### src/rtl/fdc_cmd_seq_pkg.sv
package fdc_cmd_seq_pkg;

    localparam int BYTE_W  = 8;
    localparam int MAX_PAR = 8;
    localparam int MAX_RES = 7;
    localparam int PCNT_W  = $clog2(MAX_PAR + 1);
    localparam int RIDX_W  = $clog2(MAX_RES + 1);

    localparam logic [BYTE_W-1:0] OP_READ    = 8'hE6;
    localparam logic [BYTE_W-1:0] OP_VERIFY  = 8'h16;
    localparam logic [BYTE_W-1:0] OP_READ_ID = 8'h0A;
    localparam logic [BYTE_W-1:0] OP_SEEK    = 8'h0F;
    localparam logic [BYTE_W-1:0] OP_SENSE   = 8'h08;

    localparam logic [BYTE_W-1:0] ST_INVALID   = 8'h80;
    localparam logic [BYTE_W-1:0] ST0_SEEK_END = 8'h20;

    localparam logic [BYTE_W-1:0] STAT_RQM  = 8'h80;
    localparam logic [BYTE_W-1:0] STAT_DIO  = 8'h40;
    localparam logic [BYTE_W-1:0] STAT_BUSY = 8'h10;

    typedef enum logic [1:0] {
        PH_CMD    = 2'd0,
        PH_PARAM  = 2'd1,
        PH_EXEC   = 2'd2,
        PH_RESULT = 2'd3
    } phase_e;

    typedef enum logic [2:0] {
        RK_NONE   = 3'd0,
        RK_XFER   = 3'd1,
        RK_ID     = 3'd2,
        RK_SENSE  = 3'd3,
        RK_STAT80 = 3'd4
    } res_kind_e;

    typedef struct packed {
        logic [PCNT_W-1:0] n_par;
        logic              is_seek;
        logic              is_sense;
        res_kind_e         kind;
    } op_info_t;

    function automatic logic [RIDX_W-1:0] res_count(res_kind_e k);
        case (k)
            RK_XFER, RK_ID: return RIDX_W'(MAX_RES);
            RK_SENSE:       return RIDX_W'(2);
            RK_STAT80:      return RIDX_W'(1);
            default:        return '0;
        endcase
    endfunction

    function automatic logic [BYTE_W-1:0] status_of(phase_e ph);
        case (ph)
            PH_CMD:    return STAT_RQM;
            PH_PARAM:  return STAT_RQM | STAT_BUSY;
            PH_EXEC:   return STAT_BUSY;
            default:   return STAT_RQM | STAT_DIO | STAT_BUSY;
        endcase
    endfunction

endpackage

### src/rtl/fdc_cmd_decode.sv
module fdc_cmd_decode
    import fdc_cmd_seq_pkg::*;
(
    input  logic [BYTE_W-1:0] opcode,
    output op_info_t          info
);
    always_comb begin
        info = '{n_par: '0, is_seek: 1'b0, is_sense: 1'b0, kind: RK_STAT80};
        case (opcode)
            OP_READ, OP_VERIFY: begin
                info.n_par = PCNT_W'(MAX_PAR);
                info.kind  = RK_XFER;
            end
            OP_READ_ID: begin
                info.n_par = PCNT_W'(1);
                info.kind  = RK_ID;
            end
            OP_SEEK: begin
                info.n_par   = PCNT_W'(2);
                info.is_seek = 1'b1;
                info.kind    = RK_NONE;
            end
            OP_SENSE: begin
                info.is_sense = 1'b1;
                info.kind     = RK_SENSE;
            end
            default: ;
        endcase
    end
endmodule

### src/rtl/fdc_cmd_result.sv
module fdc_cmd_result
    import fdc_cmd_seq_pkg::*;
(
    input  res_kind_e                     kind,
    input  logic [RIDX_W-1:0]             idx,
    input  logic [MAX_PAR-1:0][BYTE_W-1:0] par,
    input  logic [BYTE_W-1:0]             pcn,
    input  logic [2:0]                    seek_sel,
    output logic [BYTE_W-1:0]             byte_o
);
    logic              xfer;
    logic [BYTE_W-1:0] st0;

    assign xfer = (kind == RK_XFER);
    assign st0  = {{(BYTE_W-3){1'b0}}, par[0][2:0]};

    always_comb begin
        byte_o = '0;
        case (kind)
            RK_XFER, RK_ID: begin
                case (idx)
                    RIDX_W'(0): byte_o = st0;
                    RIDX_W'(3): byte_o = xfer ? par[1] : pcn;
                    RIDX_W'(4): byte_o = xfer ? par[2] : {{(BYTE_W-1){1'b0}}, par[0][2]};
                    RIDX_W'(5): byte_o = xfer ? par[3] : 8'h01;
                    RIDX_W'(6): byte_o = xfer ? par[4] : 8'h02;
                    default:    byte_o = '0;
                endcase
            end
            RK_SENSE:  byte_o = (idx == '0) ? (ST0_SEEK_END | {{(BYTE_W-3){1'b0}}, seek_sel}) : pcn;
            RK_STAT80: byte_o = ST_INVALID;
            default:   byte_o = '0;
        endcase
    end
endmodule

### src/rtl/fdc_cmd_fsm.sv
module fdc_cmd_fsm
    import fdc_cmd_seq_pkg::*;
(
    input  logic                           clk,
    input  logic                           rst,
    input  logic                           fifo_wr,
    input  logic                           fifo_rd,
    input  logic [BYTE_W-1:0]              wdata,
    input  logic                           exec_done,
    input  op_info_t                       info,
    output phase_e                         phase,
    output logic [BYTE_W-1:0]              status,
    output logic                           irq,
    output res_kind_e                      kind,
    output logic [RIDX_W-1:0]              ridx,
    output logic [MAX_PAR-1:0][BYTE_W-1:0] par,
    output logic [BYTE_W-1:0]              pcn,
    output logic [2:0]                     seek_sel
);
    phase_e            phase_q;
    logic [PCNT_W-1:0] npar_q, pcnt_q;
    logic              is_seek_q;
    res_kind_e         kind_q;
    logic [RIDX_W-1:0] rcnt_q, ridx_q;
    logic              irq_q;
    logic [BYTE_W-1:0] pcn_q;
    logic [2:0]        seek_sel_q;
    logic [MAX_PAR-1:0][BYTE_W-1:0] par_q;

    logic last_rd;
    assign last_rd = (phase_q == PH_RESULT) && fifo_rd && (ridx_q == rcnt_q - RIDX_W'(1));

    for (genvar g = 0; g < MAX_PAR; g++) begin : g_slot
        always_ff @(posedge clk) begin
            if (rst)
                par_q[g] <= '0;
            else if (phase_q == PH_PARAM && fifo_wr && pcnt_q == PCNT_W'(g))
                par_q[g] <= wdata;
        end
    end

    always_ff @(posedge clk) begin
        if (rst) begin
            phase_q    <= PH_CMD;
            npar_q     <= '0;
            pcnt_q     <= '0;
            is_seek_q  <= 1'b0;
            kind_q     <= RK_NONE;
            rcnt_q     <= '0;
            ridx_q     <= '0;
            irq_q      <= 1'b0;
            pcn_q      <= '0;
            seek_sel_q <= '0;
        end else begin
            case (phase_q)
                PH_CMD: if (fifo_wr) begin
                    npar_q    <= info.n_par;
                    is_seek_q <= info.is_seek;
                    pcnt_q    <= '0;
                    ridx_q    <= '0;
                    if (info.is_sense) begin
                        phase_q <= PH_RESULT;
                        if (irq_q) begin
                            kind_q <= RK_SENSE;
                            rcnt_q <= res_count(RK_SENSE);
                        end else begin
                            kind_q <= RK_STAT80;
                            rcnt_q <= res_count(RK_STAT80);
                        end
                    end else begin
                        irq_q <= 1'b0;
                        if (info.n_par != '0) begin
                            phase_q <= PH_PARAM;
                            kind_q  <= info.kind;
                        end else begin
                            phase_q <= PH_RESULT;
                            kind_q  <= RK_STAT80;
                            rcnt_q  <= res_count(RK_STAT80);
                        end
                    end
                end
                PH_PARAM: if (fifo_wr) begin
                    pcnt_q <= pcnt_q + PCNT_W'(1);
                    if (pcnt_q == npar_q - PCNT_W'(1))
                        phase_q <= PH_EXEC;
                end
                PH_EXEC: if (exec_done) begin
                    irq_q <= 1'b1;
                    if (is_seek_q) begin
                        pcn_q      <= par_q[1];
                        seek_sel_q <= par_q[0][2:0];
                        phase_q    <= PH_CMD;
                    end else begin
                        phase_q <= PH_RESULT;
                        rcnt_q  <= res_count(kind_q);
                        ridx_q  <= '0;
                    end
                end
                default: if (fifo_rd) begin
                    if (last_rd) begin
                        phase_q <= PH_CMD;
                        irq_q   <= 1'b0;
                        ridx_q  <= '0;
                    end else begin
                        ridx_q <= ridx_q + RIDX_W'(1);
                    end
                end
            endcase
        end
    end

    assign phase    = phase_q;
    assign status   = status_of(phase_q);
    assign irq      = irq_q;
    assign kind     = kind_q;
    assign ridx     = ridx_q;
    assign par      = par_q;
    assign pcn      = pcn_q;
    assign seek_sel = seek_sel_q;

    assert_quiet_irq_R10: assert property (@(posedge clk) disable iff (rst)
        (phase_q == PH_PARAM || phase_q == PH_EXEC) |-> !irq_q);

    assert_last_read_R10: assert property (@(posedge clk) disable iff (rst)
        last_rd |=> (phase_q == PH_CMD && !irq_q));

    assert_hold_exec_R4: assert property (@(posedge clk) disable iff (rst)
        (phase_q == PH_EXEC && !exec_done) |=> (phase_q == PH_EXEC));

    assert_ignore_wr_R11: assert property (@(posedge clk) disable iff (rst)
        (phase_q == PH_RESULT && fifo_wr && !fifo_rd) |=> (phase_q == PH_RESULT && $stable(ridx_q)));

    assert_ignore_rd_R11: assert property (@(posedge clk) disable iff (rst)
        (phase_q == PH_CMD && fifo_rd && !fifo_wr) |=> (phase_q == PH_CMD && $stable(irq_q)));

    assert_seek_irq_R7: assert property (@(posedge clk) disable iff (rst)
        (phase_q == PH_EXEC && exec_done && is_seek_q) |=> (irq_q && phase_q == PH_CMD));
endmodule

### src/rtl/fdc_cmd_seq.sv
module fdc_cmd_seq
    import fdc_cmd_seq_pkg::*;
#(
    parameter int              ADDR_W   = 3,
    parameter logic [ADDR_W-1:0] STAT_OFF = 3'd4,
    parameter logic [ADDR_W-1:0] DATA_OFF = 3'd5
) (
    input  logic              clk,
    input  logic              rst,
    input  logic [ADDR_W-1:0] addr,
    input  logic              rd,
    input  logic              wr,
    input  logic [BYTE_W-1:0] wdata,
    output logic [BYTE_W-1:0] rdata,
    input  logic              exec_done,
    output logic              irq
);
    logic                           fifo_wr, fifo_rd;
    op_info_t                       info;
    phase_e                         phase;
    logic [BYTE_W-1:0]              status;
    res_kind_e                      kind;
    logic [RIDX_W-1:0]              ridx;
    logic [MAX_PAR-1:0][BYTE_W-1:0] par;
    logic [BYTE_W-1:0]              pcn;
    logic [2:0]                     seek_sel;
    logic [BYTE_W-1:0]              res_byte;

    assign fifo_wr = wr && (addr == DATA_OFF);
    assign fifo_rd = rd && (addr == DATA_OFF);

    fdc_cmd_decode i_decode (.opcode(wdata), .info(info));

    fdc_cmd_fsm i_fsm (
        .clk(clk), .rst(rst), .fifo_wr(fifo_wr), .fifo_rd(fifo_rd),
        .wdata(wdata), .exec_done(exec_done), .info(info),
        .phase(phase), .status(status), .irq(irq), .kind(kind),
        .ridx(ridx), .par(par), .pcn(pcn), .seek_sel(seek_sel)
    );

    fdc_cmd_result i_result (
        .kind(kind), .idx(ridx), .par(par), .pcn(pcn),
        .seek_sel(seek_sel), .byte_o(res_byte)
    );

    always_comb begin
        if (addr == STAT_OFF)
            rdata = status;
        else if (addr == DATA_OFF && phase == PH_RESULT)
            rdata = res_byte;
        else
            rdata = '0;
    end

    assert_exec_stat_R2: assert property (@(posedge clk) disable iff (rst)
        (addr == STAT_OFF && phase == PH_EXEC) |-> (!rdata[7] && rdata[4] && !rdata[5]));

    assert_idle_data_R11: assert property (@(posedge clk) disable iff (rst)
        (addr == DATA_OFF && phase != PH_RESULT) |-> (rdata == '0));
endmodule

### config.mk
export PLATFORM = sky130hd
export DESIGN_NAME = fdc_cmd_seq
export DESIGN_NICKNAME = d
export VERILOG_FILES = /design/src/rtl/fdc_cmd_seq_pkg.sv /design/src/rtl/fdc_cmd_decode.sv /design/src/rtl/fdc_cmd_result.sv /design/src/rtl/fdc_cmd_fsm.sv /design/src/rtl/fdc_cmd_seq.sv
export SDC_FILE = /design/constraint.sdc
export NUM_CORES = 1
export LEC_CHECK = 0
export ABC_AREA = 0
export BUFFER_PORTS_ARGS = -buffer_cell sky130_fd_sc_hd__clkbuf_2
export CAP_MARGIN = 10
export CELL_PAD_IN_SITES_DETAIL_PLACEMENT = 1
export CELL_PAD_IN_SITES_GLOBAL_PLACEMENT = 1
export CORE_MARGIN = 2
export CORE_UTILIZATION = 45
export DETAILED_ROUTE_END_ITERATION = 8
export MAX_ROUTING_LAYER = met4
export PLACE_DENSITY_LB_ADDON = 0.1
export SLEW_MARGIN = 25
export SYNTH_ARGS = -nofsm -noshare
export SYNTH_HDL_FRONTEND = slang
export SYNTH_SLANG_ARGS = --single-unit
### constraint.sdc
create_clock -name clk -period 2.7 [get_ports clk]
set_input_delay 0.54 -clock clk [delete_from_list [all_inputs] [get_ports clk]]
set_output_delay 0.54 -clock clk [all_outputs]
set_load 0.005 [all_outputs]
# Word-level counts from Yosys, hierarchy flattened
# Cells that the tools add are included.
dict set report op_classes {
  n_addsub 4
  bitwise 1
  mux 50
  reduce_logical 30
  eq_ne 31
}
# op n
set op_table {}
lappend op_table {{8-bit 2-to-1 mux} 7}
lappend op_table {{8-bit one-hot mux with 3 select lines} 2}
lappend op_table {{8-bit one-hot mux with 5 select lines} 1}
lappend op_table {{3-bit 2-to-1 mux} 13}
lappend op_table {{8-bit by 4-bit equality test with 1-bit output, second input constant} 3}
lappend op_table {{2-bit 2-to-1 mux} 10}
lappend op_table {{3-bit equality test, second input constant} 6}
lappend op_table {{3-bit one-hot mux with 3 select lines} 2}
lappend op_table {{3-bit one-hot mux with 4 select lines} 1}
lappend op_table {{4-bit one-hot mux with 3 select lines} 1}
lappend op_table {{6-bit AND reduction} 2}
lappend op_table {{4-bit nonzero test} 3}
lappend op_table {{1-bit logical AND} 11}
lappend op_table {{5-bit AND reduction} 2}
lappend op_table {{3-bit by 2-bit equality test with 1-bit output, second input constant} 3}
lappend op_table {{4-bit by 2-bit equality test with 1-bit output, second input constant} 2}
lappend op_table {{8-bit by 5-bit equality test with 1-bit output, second input constant} 1}
lappend op_table {{8-bit equality test, second input constant} 1}
lappend op_table {{4-bit 2-to-1 mux} 2}
lappend op_table {{2-bit inequality test, second input constant} 4}
lappend op_table {{4-bit one-hot mux with 2 select lines} 1}
lappend op_table {{1-bit 2-to-1 mux} 7}
lappend op_table {{2-bit one-hot mux with 3 select lines} 1}
lappend op_table {{3-bit one-hot mux with 2 select lines} 1}
lappend op_table {{23 further kinds} 29}
dict set report totals {
  elab_cells 131
  ff_bits 67
  output_inout_bits 9
}

# Logic depth before layout (Yosys ltp)
dict set report logic_depth {
  ltp_word 8
  ltp_mapped 9
  depth_no_buf 7
}

# Hierarchy
# Synthesis repeated with hierarchy kept, for this count alone.
dict set report hier_totals {
  cells_unflattened 557
  area_unflattened_um2 4972.3
}
# module n_inst cells_each area_per_inst_um2
set by_module_without_submodules {}
lappend by_module_without_submodules {fdc_cmd_fsm 1 428 4000.1}
lappend by_module_without_submodules {fdc_cmd_result 1 89 676.9}
lappend by_module_without_submodules {fdc_cmd_seq 1 18 148.9}
lappend by_module_without_submodules {fdc_cmd_decode 1 22 146.4}

# Least setup slack after synthesis
# OpenSTA, ideal clock, no wires.
dict set report synth_path {
  path_kind {reg2out}
  from {reg i_fsm.ridx_q[0], in the netlist i_fsm.ridx[0]}
  to {out rdata[0]}
  required_time_ns 2.160
  stages_incl_launch_ff 8
  setup_slack_ns 0.389
  arrival_time_ns 1.771
  path_cell_list {dfxtp_1 -> ha_1 -> ha_1 -> clkbuf_1 -> nor2_1 -> a211oi_1 -> o21ai_0 -> a21oi_1}
}
dict set report synth_via {
  elab_chain_cells 5
}
# item line
set synth_rtl {}
lappend synth_rtl {{start, declared} fdc_cmd_fsm.sv:24} ;# logic [RIDX_W-1:0] rcnt_q, ridx_q;
lappend synth_rtl {{start signal, assigned} fdc_cmd_fsm.sv:105} ;# ridx_q <= ridx_q + RIDX_W'(1);
lappend synth_rtl {{3-bit equality test (tied with other cells)} fdc_cmd_result.sv:21} ;# case (idx)
lappend synth_rtl {{8-bit one-hot mux with 5 select lines or 8-bit 2-to-1 mux (tied branches)} {fdc_cmd_result.sv:21, fdc_cmd_result.sv:30}}
lappend synth_rtl {{8-bit one-hot mux with 3 select lines (*)} fdc_cmd_result.sv:19} ;# case (kind)
lappend synth_rtl {{8-bit 2-to-1 mux (*)} fdc_cmd_seq.sv:49} ;# else if (addr == DATA_OFF && phase == PH_RESULT)
lappend synth_rtl {{8-bit 2-to-1 mux (*)} fdc_cmd_seq.sv:47} ;# if (addr == STAT_OFF)
lappend synth_rtl {{end, declared} fdc_cmd_seq.sv:14} ;# output logic [BYTE_W-1:0] rdata,
# Mark *: on every way between the ends. The rest lies on a longest branch, timed or not.

# Worst setup path after layout
dict set report layout_path {
  from {reg i_fsm.ridx_q[1], in the netlist i_fsm.ridx[1]}
  to {out rdata[4]}
}
# The elaborated chain is that of the path after synthesis.

==> metrics.json <==
{
  "outcome": {
    "outcome": "completed"
  },
  "logic_synthesis": {
    "synth.most_common_cell": "sky130_fd_sc_hd__nand2_1",
    "synth.yosys.seq_area_share": 0.3556,
    "syn-num-nets": 508,
    "synth-seq-cells": 66,
    "number_of_synthesized_flops_with_an_enable_pin": 0,
    "postSynthAreaPerCell_um2": 7.823,
    "ys_top_cells_by_area": "sky130_fd_sc_hd__dfxtp_1 (36%), sky130_fd_sc_hd__nand2_1 (8.7%), sky130_fd_sc_hd__a21oi_1 (7.8%)",
    "count_of_yosys_warnings_during_synthesis": 0,
    "dominantRegCellSynth": "sky130_fd_sc_hd__dfxtp_1",
    "post_synth_inst_count": 475,
    "post_synth_instance_area_mm2": 0.003716,
    "ys_types": 58,
    "ys_top_cells_by_count": "sky130_fd_sc_hd__nand2_1 (86), sky130_fd_sc_hd__dfxtp_1 (66), sky130_fd_sc_hd__a21oi_1 (58)",
    "synth_largest_area_cell": "sky130_fd_sc_hd__dfxtp_1",
    "synthArstFlopShare": 0,
    "synth_top_cell_area_share": 0.3556
  },
  "layout": {
    "num_antenna_cells": 0,
    "layout-area-overhead-vs-synth_pct": 16.30,
    "finish.utilization": 0.5340,
    "drive_gt1_frac": 0.1687,
    "fillers": 1030,
    "final_nets": 526
  },
  "detailed_routing": {
    "drt_pre_antenna_iters": 5,
    "post_drt_wl_per_cell_um": 19.53,
    "first_iter_violations": 254,
    "drt-total-wl_mm": 11.78,
    "drc": 0,
    "ant_nets": 0,
    "via_density_per_instance": 5.862,
    "num_vias": 3535
  },
  "pwr": {
    "power_frac_clock": 0.372,
    "p_per_area_mw_per_mm2": 661.6,
    "power.static_leakage_nw": 1.566,
    "seq_power_share": 0.366,
    "power_report.internal_total_mw": 1.942,
    "power.combinational.fraction": 0.262,
    "ir_worst_vdd_v": 0.0002845,
    "power.switching_uw": 916.8,
    "totalPowerFinal_mw": 2.859,
    "switching_share": 0.3206
  },
  "clocking": {
    "clock_path_buffers": 2,
    "clkTransAtPathRegs_ns": 0.08,
    "cts_h_tree_depth": 3,
    "clock_tree_from_tritoncts": "yes",
    "cts_hold_repair_buffers": 0,
    "cts-root-buf": "sky130_fd_sc_hd__clkbuf_8",
    "clock_sinks": 66,
    "worst_skew_pair.late_latency_ns": 0.35,
    "cts_made_buffers": 9
  },
  "setup_path": {
    "criticalPathCategory": "reg2out",
    "crit-reg2reg-launch": "i_fsm.phase[0]",
    "critical_path_end_type": "primary output",
    "crit_chain": "buf_6 -> ha_4 -> a222oi_1 -> o21ai_1 -> a32oi_2 -> o32ai_2 -> buf_2",
    "startpoint": "i_fsm.ridx[1]",
    "crit_arrival_ns": 2.12,
    "reg2regPathDepth": 7,
    "worstPathMaxFanout": 7,
    "cp_slowest_stage_delay_ns": 0.43,
    "reg2reg_slack_ns": 0.53,
    "start_kind": "flip-flop",
    "critical_path.slowest_cell": "sky130_fd_sc_hd__a222oi_1",
    "critical_path.reg2reg.endpoint": "i_fsm.ridx[2]",
    "endpoint_required_time_on_the_critical_path_ns": 2.16
  },
  "placed_design": {
    "pre_cts_slack_ns": 0.2047,
    "detailed_place_hpwl_mm": 8.258,
    "gp_routability_congestion": 0.9251,
    "port_buffers": 24
  },
  "die": {
    "die_w_um": 94.88,
    "core_region_area_mm2": 0.008093,
    "initial_utilization": 0.4592,
    "fp.dieArea_mm2": 0.009001,
    "rows": 33,
    "i_o_pin_cnt": 25,
    "chipHeight_um": 94.88
  },
  "sta": {
    "slew_headroom": 0.6253,
    "top_achievable_clock_speed_mhz": 375.3,
    "timing.final.crit_share": 0.9868,
    "setup_slack_ns": 0.03553,
    "final_period_minus_worst_setup_slack_ns": 2.664,
    "final_max_slew_viol_count": 0,
    "setup-violations-final": 0,
    "hold_viol_final": 0,
    "tightest_slew_ns": 0.5620,
    "grt_setup_unrepaired": "yes",
    "fin_worst_skew_ns": 0.008283
  },
  "global_route": {
    "grt_remaining_overflow": 0,
    "number_of_global_route_vias_before_repair": 3446,
    "antenna_violations_before_repair": 0,
    "grt_first_pass_wirelength_mm": 18.51,
    "grt_start_max_net_pins": 51,
    "overall_fraction_of_global_route_tracks_in_use": 0.2803
  },
  "run": {
    "cap_violations": 0
  },
  "hold_path": {
    "min_delay_path_depth": 2,
    "holdPathEnd": "i_fsm.par[25]",
    "hold_path_startpoint": "i_fsm.par[25]",
    "hold_path.class": "reg2reg"
  }
}
## critical path, delay by kind of cell, from the launching register on
kind	cells	cell delay, ns
compound gates	4	0.95
fa+ha+maj	1	0.18
buf+inv	2	0.26
flops	1	0.37
## state kept, by name, summed over array words and instances (netlist names)
register / count
i_fsm.phase: 2
i_fsm.npar_q: 3
i_fsm.pcn: 8
i_fsm.kind: 3
i_fsm.ridx: 3
i_fsm.pcnt_q: 4
i_fsm.irq: 1
i_fsm.is_seek_q: 1
i_fsm.par: 35
i_fsm.seek_sel: 3
i_fsm.rcnt_q: 3
## final cells by class
type | count | area, µm² | share of cell area
clock buffer | 10 | 137.6 | 0.03185
clock inverter | 6 | 112.6 | 0.02606
inverter | 19 | 76.32 | 0.01766
multi-input combinational | 355 | 2262 | 0.5235
sequential | 66 | 1330 | 0.3078
tap | 105 | 131.4 | 0.03040
timing repair buffer | 42 | 271.5 | 0.06283
## worst max path at each step
stage                    end  slack, ns
floorplan           rdata[0]       0.39
global placement    rdata[7]       0.26
detailed placement  rdata[0]       0.20
CTS                 rdata[0]      0.003
global route        rdata[4]      -0.06
finish              rdata[4]       0.04
## stage by stage
| stage | instance area, µm² | cells | hold WS (ns) | setup TNS, ns |
|---|---|---|---|---|
| 6_report | 4322 | 603 | 0.4651 | 0 |
| 5_1_grt | 4322 | 603 | 0.4829 | -0.1523 |
| 4_1_cts | 4214 | 595 | 0.4647 | 0 |
| 3_5_place_dp | 3889 | 577 | 0.4541 | 0 |
| 3_3_place_gp | 3889 | 577 | 0.4414 | 0 |
| 2_1_floorplan | 3716 | 475 | 0.4319 | 0 |
## per-layer routing
layer / up-vias / track usage / part of all wire
li1: 1704 / - / -
met1: 1720 / 0.3806 / 0.48
met5: - / - / 0
met2: 88 / 0.4243 / 0.46
met3: 23 / 0.03272 / 0.034
met4: 0 / 0.1135 / 0.023
## power groups by stage
stage | combinational, mW | sequential, mW | clock [mW]
finish | 0.749 | 1.05 | 1.06
global placement | 0.689 | 1.06 | 0
floorplan | 0.524 | 1.05 | 0
detailed placement | 0.700 | 1.07 | 0
global route | 0.822 | 1.05 | 1.12
CTS | 0.722 | 1.05 | 1.09
## cell families (layout without fill, tap and decap cells)
logic type | after synthesis | after routing | share of synthesized area
AND/OR/NAND/NOR | 192 | 192 | 0.2515
buffers and inverters | 54 | 77 | 0.05893
flip-flops | 66 | 66 | 0.3556
XOR/XNOR | 9 | 9 | 0.02121
multiplexers | 19 | 19 | 0.05219
AO/OA/AOI/OAI | 118 | 118 | 0.2034
adder cells (fa/ha/maj) | 17 | 17 | 0.05724
## cells in the final DEF, fill, tap and decap left out, types with 4 or more instances in the layout
cell / instances
sky130_fd_sc_hd__o21ai_1: 5
sky130_fd_sc_hd__nor2_1: 30
sky130_fd_sc_hd__nor3_1: 5
sky130_fd_sc_hd__buf_4: 16
sky130_fd_sc_hd__o21ai_0: 11
sky130_fd_sc_hd__ha_4: 4
sky130_fd_sc_hd__clkbuf_8: 10
sky130_fd_sc_hd__inv_1: 17
sky130_fd_sc_hd__nor2b_1: 5
sky130_fd_sc_hd__clkbuf_2: 23
sky130_fd_sc_hd__ha_1: 12
sky130_fd_sc_hd__nand3_1: 32
sky130_fd_sc_hd__mux2i_1: 16
sky130_fd_sc_hd__nand2b_1: 5
sky130_fd_sc_hd__nand4_1: 4
sky130_fd_sc_hd__xnor2_1: 6
sky130_fd_sc_hd__nand2_1: 86
sky130_fd_sc_hd__dfxtp_1: 63
sky130_fd_sc_hd__a222oi_1: 7
sky130_fd_sc_hd__a21oi_1: 58
## timing repair
item,4_1_cts,5_1_grt
buffers inserted,2,8
pin swaps,5,12
resized for setup,11,20
endpoints found under the setup margin,8,8
Power figures use the tool's default switching activity.
